**src/rtl/xreq_pkg.sv**
```systemverilog
`timescale 1ns/1ps
package xreq_pkg;

   // Detection condition per channel; bit 1 set means a level condition.
   typedef enum logic [1:0] {
      DET_RISE = 2'b00,
      DET_FALL = 2'b01,
      DET_HIGH = 2'b10,
      DET_LOW  = 2'b11
   } det_mode_e;

   function automatic logic det_is_level(input det_mode_e m);
      return m[1];
   endfunction

endpackage

```
**src/rtl/xreq_sync.sv**
```systemverilog
`timescale 1ns/1ps
module xreq_sync #(
   parameter int STAGES = 2
) (
   input  logic clk,
   input  logic rst_n,
   input  logic d_i,
   output logic q_o
);
   logic [STAGES-1:0] chain;

   for (genvar k = 0; k < STAGES; k++) begin : g_stage
      if (k == 0) begin : g_first
         always_ff @(posedge clk or negedge rst_n) begin
            if (!rst_n) chain[0] <= 1'b0;
            else        chain[0] <= d_i;
         end
      end else begin : g_next
         always_ff @(posedge clk or negedge rst_n) begin
            if (!rst_n) chain[k] <= 1'b0;
            else        chain[k] <= chain[k-1];
         end
      end
   end

   assign q_o = chain[STAGES-1];
endmodule

```
**src/rtl/xreq_chan.sv**
```systemverilog
`timescale 1ns/1ps
module xreq_chan
   import xreq_pkg::*;
#(
   parameter int SYNC_STAGES = 2
) (
   input  logic      clk,
   input  logic      rst_n,
   input  logic      pin_i,
   input  logic      en_i,
   input  det_mode_e mode_i,
   input  logic      dst_i,
   input  logic      clr_i,
   input  logic      ack_i,
   output logic      lvl_o,
   output logic      flag_o
);
   logic      lvl_q;
   logic      prev_q;
   logic      hit;
   logic      wipe;
   logic      mode_moved;
   det_mode_e mode_q;

   xreq_sync #(.STAGES(SYNC_STAGES)) u_sync (
      .clk   (clk),
      .rst_n (rst_n),
      .d_i   (pin_i),
      .q_o   (lvl_q)
   );

   always_ff @(posedge clk or negedge rst_n) begin
      if (!rst_n) prev_q <= 1'b0;
      else        prev_q <= lvl_q;
   end

   // Plain register: tracks the mode field so a rewrite can be seen.
   always_ff @(posedge clk) mode_q <= mode_i;

   assign mode_moved = (mode_q != mode_i);

   always_comb begin
      unique case (mode_i)
         DET_RISE: hit = lvl_q & ~prev_q;
         DET_FALL: hit = ~lvl_q & prev_q;
         DET_HIGH: hit = lvl_q;
         DET_LOW:  hit = ~lvl_q;
      endcase
   end

   assign wipe = clr_i | (ack_i & dst_i);

   always_ff @(posedge clk or negedge rst_n) begin
      if (!rst_n) begin
         flag_o <= 1'b0;
      end else if (!en_i || mode_moved) begin
         flag_o <= 1'b0;
      end else if (det_is_level(mode_i)) begin
         flag_o <= hit & ~wipe;
      end else if (hit) begin
         flag_o <= 1'b1;
      end else if (wipe) begin
         flag_o <= 1'b0;
      end
   end

   assign lvl_o = lvl_q;
endmodule

```
**src/rtl/xreq_detect.sv**
```systemverilog
`timescale 1ns/1ps
module xreq_detect
   import xreq_pkg::*;
#(
   parameter int NCH         = 8,
   parameter int SYNC_STAGES = 2
) (
   input  logic             clk,
   input  logic             rst_n,
   input  logic [NCH-1:0]   pin_i,
   input  logic [NCH-1:0]   en_i,
   input  logic [2*NCH-1:0] mode_i,
   input  logic [NCH-1:0]   dst_i,
   input  logic [NCH-1:0]   clr_i,
   input  logic [NCH-1:0]   ack_i,
   input  logic [NCH-1:0]   wake_en_i,
   output logic [NCH-1:0]   flag_o,
   output logic [NCH-1:0]   irq_o,
   output logic [NCH-1:0]   dtr_o,
   output logic             wake_o
);
   localparam int MODE_W = 2;

   if (NCH < 1 || NCH > 32) begin : g_bad_nch
      $error("xreq_detect: NCH must lie in 1..32");
   end
   if (SYNC_STAGES < 2) begin : g_bad_sync
      $error("xreq_detect: SYNC_STAGES must be at least 2");
   end

   logic [NCH-1:0] lvl;
   logic [NCH-1:0] flag;

   for (genvar i = 0; i < NCH; i++) begin : g_ch
      xreq_chan #(.SYNC_STAGES(SYNC_STAGES)) u_chan (
         .clk    (clk),
         .rst_n  (rst_n),
         .pin_i  (pin_i[i]),
         .en_i   (en_i[i]),
         .mode_i (det_mode_e'(mode_i[MODE_W*i +: MODE_W])),
         .dst_i  (dst_i[i]),
         .clr_i  (clr_i[i]),
         .ack_i  (ack_i[i]),
         .lvl_o  (lvl[i]),
         .flag_o (flag[i])
      );
   end

   assign flag_o = flag;
   assign irq_o  = flag & en_i & ~dst_i;
   assign dtr_o  = flag & en_i & dst_i;
   assign wake_o = |(wake_en_i & ~lvl);
endmodule

```
**config.mk**
```make
export PLATFORM = sky130hd
export DESIGN_NAME = xreq_detect
export DESIGN_NICKNAME = d
export VERILOG_FILES = /design/src/rtl/xreq_pkg.sv /design/src/rtl/xreq_sync.sv /design/src/rtl/xreq_chan.sv /design/src/rtl/xreq_detect.sv
export SDC_FILE = /design/constraint.sdc
export NUM_CORES = 1
export LEC_CHECK = 0
export ABC_AREA = 1
export BUFFER_PORTS_ARGS = -buffer_cell sky130_fd_sc_hd__buf_4
export CORE_ASPECT_RATIO = 1.25
export CORE_MARGIN = 5
export CORE_UTILIZATION = 47
export DETAILED_ROUTE_END_ITERATION = 12
export PLACE_DENSITY = 0.78
export SLEW_MARGIN = 20
export SYNTH_ARGS = -nofsm -noshare
export SYNTH_HDL_FRONTEND = slang
export SYNTH_SLANG_ARGS = --single-unit
```
**constraint.sdc**
```tcl
create_clock -name clk -period 1.3 [get_ports clk]
set_clock_uncertainty 0.15 [all_clocks]
set_input_delay 0.26 -clock clk [delete_from_list [all_inputs] [get_ports clk]]
set_output_delay 0.26 -clock clk [all_outputs]
set_load 0.005 [all_outputs]
```
# After elaboration in Yosys (flattened, before gate mapping)
# Cells that the tools add are included.
# W data, S select, Z words.
# word_totals
regBits,48
input_bits,66
out_inout_bits,25
# op_classes
eq_ne,32
n_mux,40
bitwise,70
n_reduce_logical,33
# ops
op,n
$and A1 B1 Y1,32
$and A8 B8 Y8,4
$eq A2 B2 Y1 const B,16
$mux W1,32
$pmux W1 S4,8
$reduce_bool A4 Y1,8
$not A1 Y1,24
$eq A2 B1 Y1 const B,8
$logic_not A2 Y1,8
$ne A2 B2 Y1,8
$not A8 Y8,2
$logic_not A1 Y1,8
$logic_or A1 B1 Y1,8
$or A1 B1 Y1,8
$reduce_or A8 Y1,1

# Depth between registers and ports, before layout
# logic_depth
depth_word,6
ltp_mapped,6

# Hierarchy
# Synthesis repeated with hierarchy kept, for this count alone.
# unflattened
hier_cells,327
hier_area_um2,2198.4
# by_module_without_submodules
module,instances,cells_per_inst,area_per_inst_um2,seq_area_each_um2
xreq_chan,8,32,198.9,90.1
xreq_sync,8,2,50.0,50.0
xreq_detect,1,55,206.4,0.0

# Least setup slack after synthesis
# OpenSTA, ideal clock, no wires.
# synth_path
path_kind,reg2out
from,reg g_ch[1].u_chan.u_sync.chain[1]
to,out wake_o
arrival_ns,0.640
path_slack_ns,0.250
path_stages_with_launch,6
path_cell_list,dfrtp_1 -> inv_1 -> nand2_1 -> nand2_1 -> a21oi_1 -> nand2_1
# synth_via
elab_chain_cells,3
# synth_lines
element,line,rtl
start: declaration,xreq_sync.sv:10,logic [STAGES-1:0] chain;
start signal: indexed assignment,xreq_sync.sv:21,else chain[k] <= chain[k-1];
$not A8 Y8,xreq_detect.sv:52,assign wake_o = |(wake_en_i & ~lvl);
$and A8 B8 Y8,xreq_detect.sv:52,
$reduce_or A8 Y1,xreq_detect.sv:52,
end: declaration,xreq_detect.sv:20,output logic wake_o
# Every way passes these cells.

# Worst setup path after layout
# Same ends and word-level chain as after synthesis.

==> flow_summary.yaml <==
sta:
  setup_slack_ps: -293
  finalCritPeriodShare: 1.23
  final_max_slew_viol_count: 0
  max_slew_margin: 0.733
  rsz0062_at_grt: "yes"
  hold_violations: 0
  tightest_slew_ps: 401
  fmax_mhz: 628
  fin_crit_ps: 1590
  finalSetupViolCount: 19
synth:
  synth_nets: 391
  yosysWarningCount: 0
  synth.avg_cell_area_um2: 6.89
  post-synth-top-area-fraction: 0.358
  ys_top_cells_by_area: "dfrtp_1, nand2_1, dfxtp_1"
  synth_seq_cells: 48
  synth_area_um2: 2240
  synthCells: 325
  synth_cell_type_count: 11
  yosys.area.top_type: "dfrtp_1"
  yosysSeqAreaShare: 0.501
clocking:
  clk-insertion-delay-late_ps: 300
  clockRootBuffer: "clkbuf_8"
  cts_buffer_depth: 2
  cts_buffers: 5
  cts_tree: "done"
  cts.reportedPaths.clkPinSlew_ps: 90
  cts_max_level: 2
  clock-sinks: 48
worst_setup_path:
  reg2reg_to: "g_ch[1].u_chan.flag_o$_DFFE_PN0P_"
  crit_fanout: 2
  reg2reg_depth: 6
  crit_end: "wake_o"
  startpoint_type: "register"
  worst-setup-path-type: "register to output pin"
  cp.arrival_ps: 1180
  cp-startpoint: "g_ch[1].u_chan.u_sync.q_o$_DFF_PN0_"
  required_ps: 890
  r2r-start: "g_ch[1].u_chan.u_sync.q_o$_DFF_PN0_"
  endpoint_kind: "output pin"
  r2r_slack_ps: 200
finish:
  drive_gt1_frac: 0.335
  finish.utilization: 0.729
  finalNetCount: 513
  syn2layout_area_growth_pct: 53.0
  stdcell_count: 508
  antenna_cells: 0
global_route:
  antenna_found_initial: 0
  track_usage: 0.177
  grt_pass1_wl_um: 8800
  first_global_vias: 2184
  grt_max_degree: 33
  overflow: 0
die:
  ioPinCount: 91
  rows: 28
  die_h_um: 87.2
  die_w_um: 71.7
  die_area_um2: 6250
  core_region_area_um2: 4690
  start_util: 0.477
route:
  routed_wl_um: 5300
  dr.pass1.iters: 4
  post_drt_wl_per_cell_um: 10.4
  drc: 0
  num_vias: 2209
  detail-route-antenna-nets: 0
  drt-vias-per-instance: 4.35
  drt-initial-drc-count: 52
placement:
  routabilityCongestion: 0.773
  dpl.hpwl_um: 3900
  place_inst: 468
  pre_cts_ws_ps: 44.4
  io_buffers: 90
worst_hold_path:
  hold_path_depth: 1
  min_path_type: "primary input to register"
job:
  cap_violations: 0
power_and_ir_drop:
  power_density_nw_per_um2: 933
  leakage_nw: 1.93
  vdd_drop_max_v: 0.00101
  p_total_w: 0.00319
outcome:
  violations: "negative setup slack"
  status: "finished, violations left"
[stage by stage]
stage,setup TNS [ps],area (um2),hold WS [ps]
after floorplan,0,2240,-186
after global placement,0,2940,71.3
after detailed placement,0,2940,67.8
after CTS,-1770,3340,110
after global routing,-3130,3420,117
final,-1790,3420,118
[synthesized netlist by cell type (all sizes together)]
cell type and number:
nand2 138, a21oi 1, nand3 9, dfxtp 16, dfrtp 32, inv 56
nor2 65, buf 8
[cells in the final DEF (no fill, tap or decap)]
cell,count
a21oi_1,1
buf_4,91
buf_6,7
bufinv_16,1
clkbuf_8,5
clkinv_2,1
clkinvlp_4,1
dfrtp_1,32
dfxtp_1,16
dlygate4sd3_1,24
dlymetal6s4s_1,1
inv_1,39
inv_2,12
inv_4,5
nand2_1,120
nand2_2,18
nand3_1,9
nor2_1,56
nor2_2,9
[logic make-up (layout without fill, tap and decap cells)]
family | count (synthesis) | count (layout) | synth area share
AOI/OAI and AO/OA | 1 | 1 | 0.00223
and+or+nand+nor | 212 | 212 | 0.376
buffers and inverters | 64 | 187 | 0.121
DFF | 48 | 48 | 0.501
[power breakdown]
group | switching, W | internal, W | leakage, nW
Combinational | 0.000241 | 0.000295 | 1.35
Sequential | 0.0000420 | 0.00156 | 0.525
Clock | 0.000491 | 0.000569 | 0.0541
Total | 0.000774 | 0.00242 | 1.93
[cell type report]
| class | count | area [um2] |
|---|---|---|
| Clock buffer | 5 | 68.8 |
| Clock inverter | 3 | 42.5 |
| Fill cell | 386 | 1270 |
| Inverter | 56 | 223 |
| Multi-Input combinational cell | 213 | 880 |
| Sequential cell | 48 | 1120 |
| Tap cell | 60 | 75.1 |
| Timing Repair Buffer | 123 | 1010 |
[per-layer routing]
metal,vias to the layer above,wire [um],part of all wire,GRT usage
met5,-,0,0,0
met1,969,1900,0.36,0.188
li1,1172,-,-,-
met2,59,2880,0.54,0.326
met3,9,435,0.082,0.0577
met4,0,86,0.016,0.0581
[what timing repair did]
| action | CTS | global route |
|---|---|---|
| cloned | 0 | 0 |
| hold buffers | 25 | 0 |
| setup buffers | 5 | 5 |
| pin swaps | 6 | 8 |
| gates resized for setup | 1 | 30 |
| endpoints found under the hold margin | 56 | 0 |
| setup endpoints to repair | 17 | 29 |
[state kept, by name (all words and copies together) (netlist names)]
name / cells
g_ch.u_chan.flag_o: 8
g_ch.u_chan.mode_q: 16
g_ch.u_chan.prev_q: 8
g_ch.u_chan.u_sync.chain: 8
g_ch.u_chan.u_sync.q_o: 8
[critical path, stage by stage (launching register included)]
cell and delay [ps]:
dfrtp_1 380, inv_2 40, nand2_1 50, nand2_1 50, a21oi_1 130, nand2_1 100
buf_6 130
[how the worst min path moves through the flow]
stage,start,endpoint,slack [ps]
after detailed placement,rst_n,g_ch[0].u_chan.u_sync.chain[0]$_DFF_PN0_,70
after floorplan,rst_n,g_ch[0].u_chan.flag_o$_DFFE_PN0P_,-190
after CTS,en_i[7],g_ch[7].u_chan.flag_o$_DFFE_PN0P_,110
after global placement,rst_n,g_ch[0].u_chan.u_sync.chain[0]$_DFF_PN0_,70
final,mode_i[7],g_ch[3].u_chan.mode_q[1]$_DFF_P_,120
after global routing,en_i[4],g_ch[4].u_chan.flag_o$_DFFE_PN0P_,120
Power figures use the tool's default switching activity.
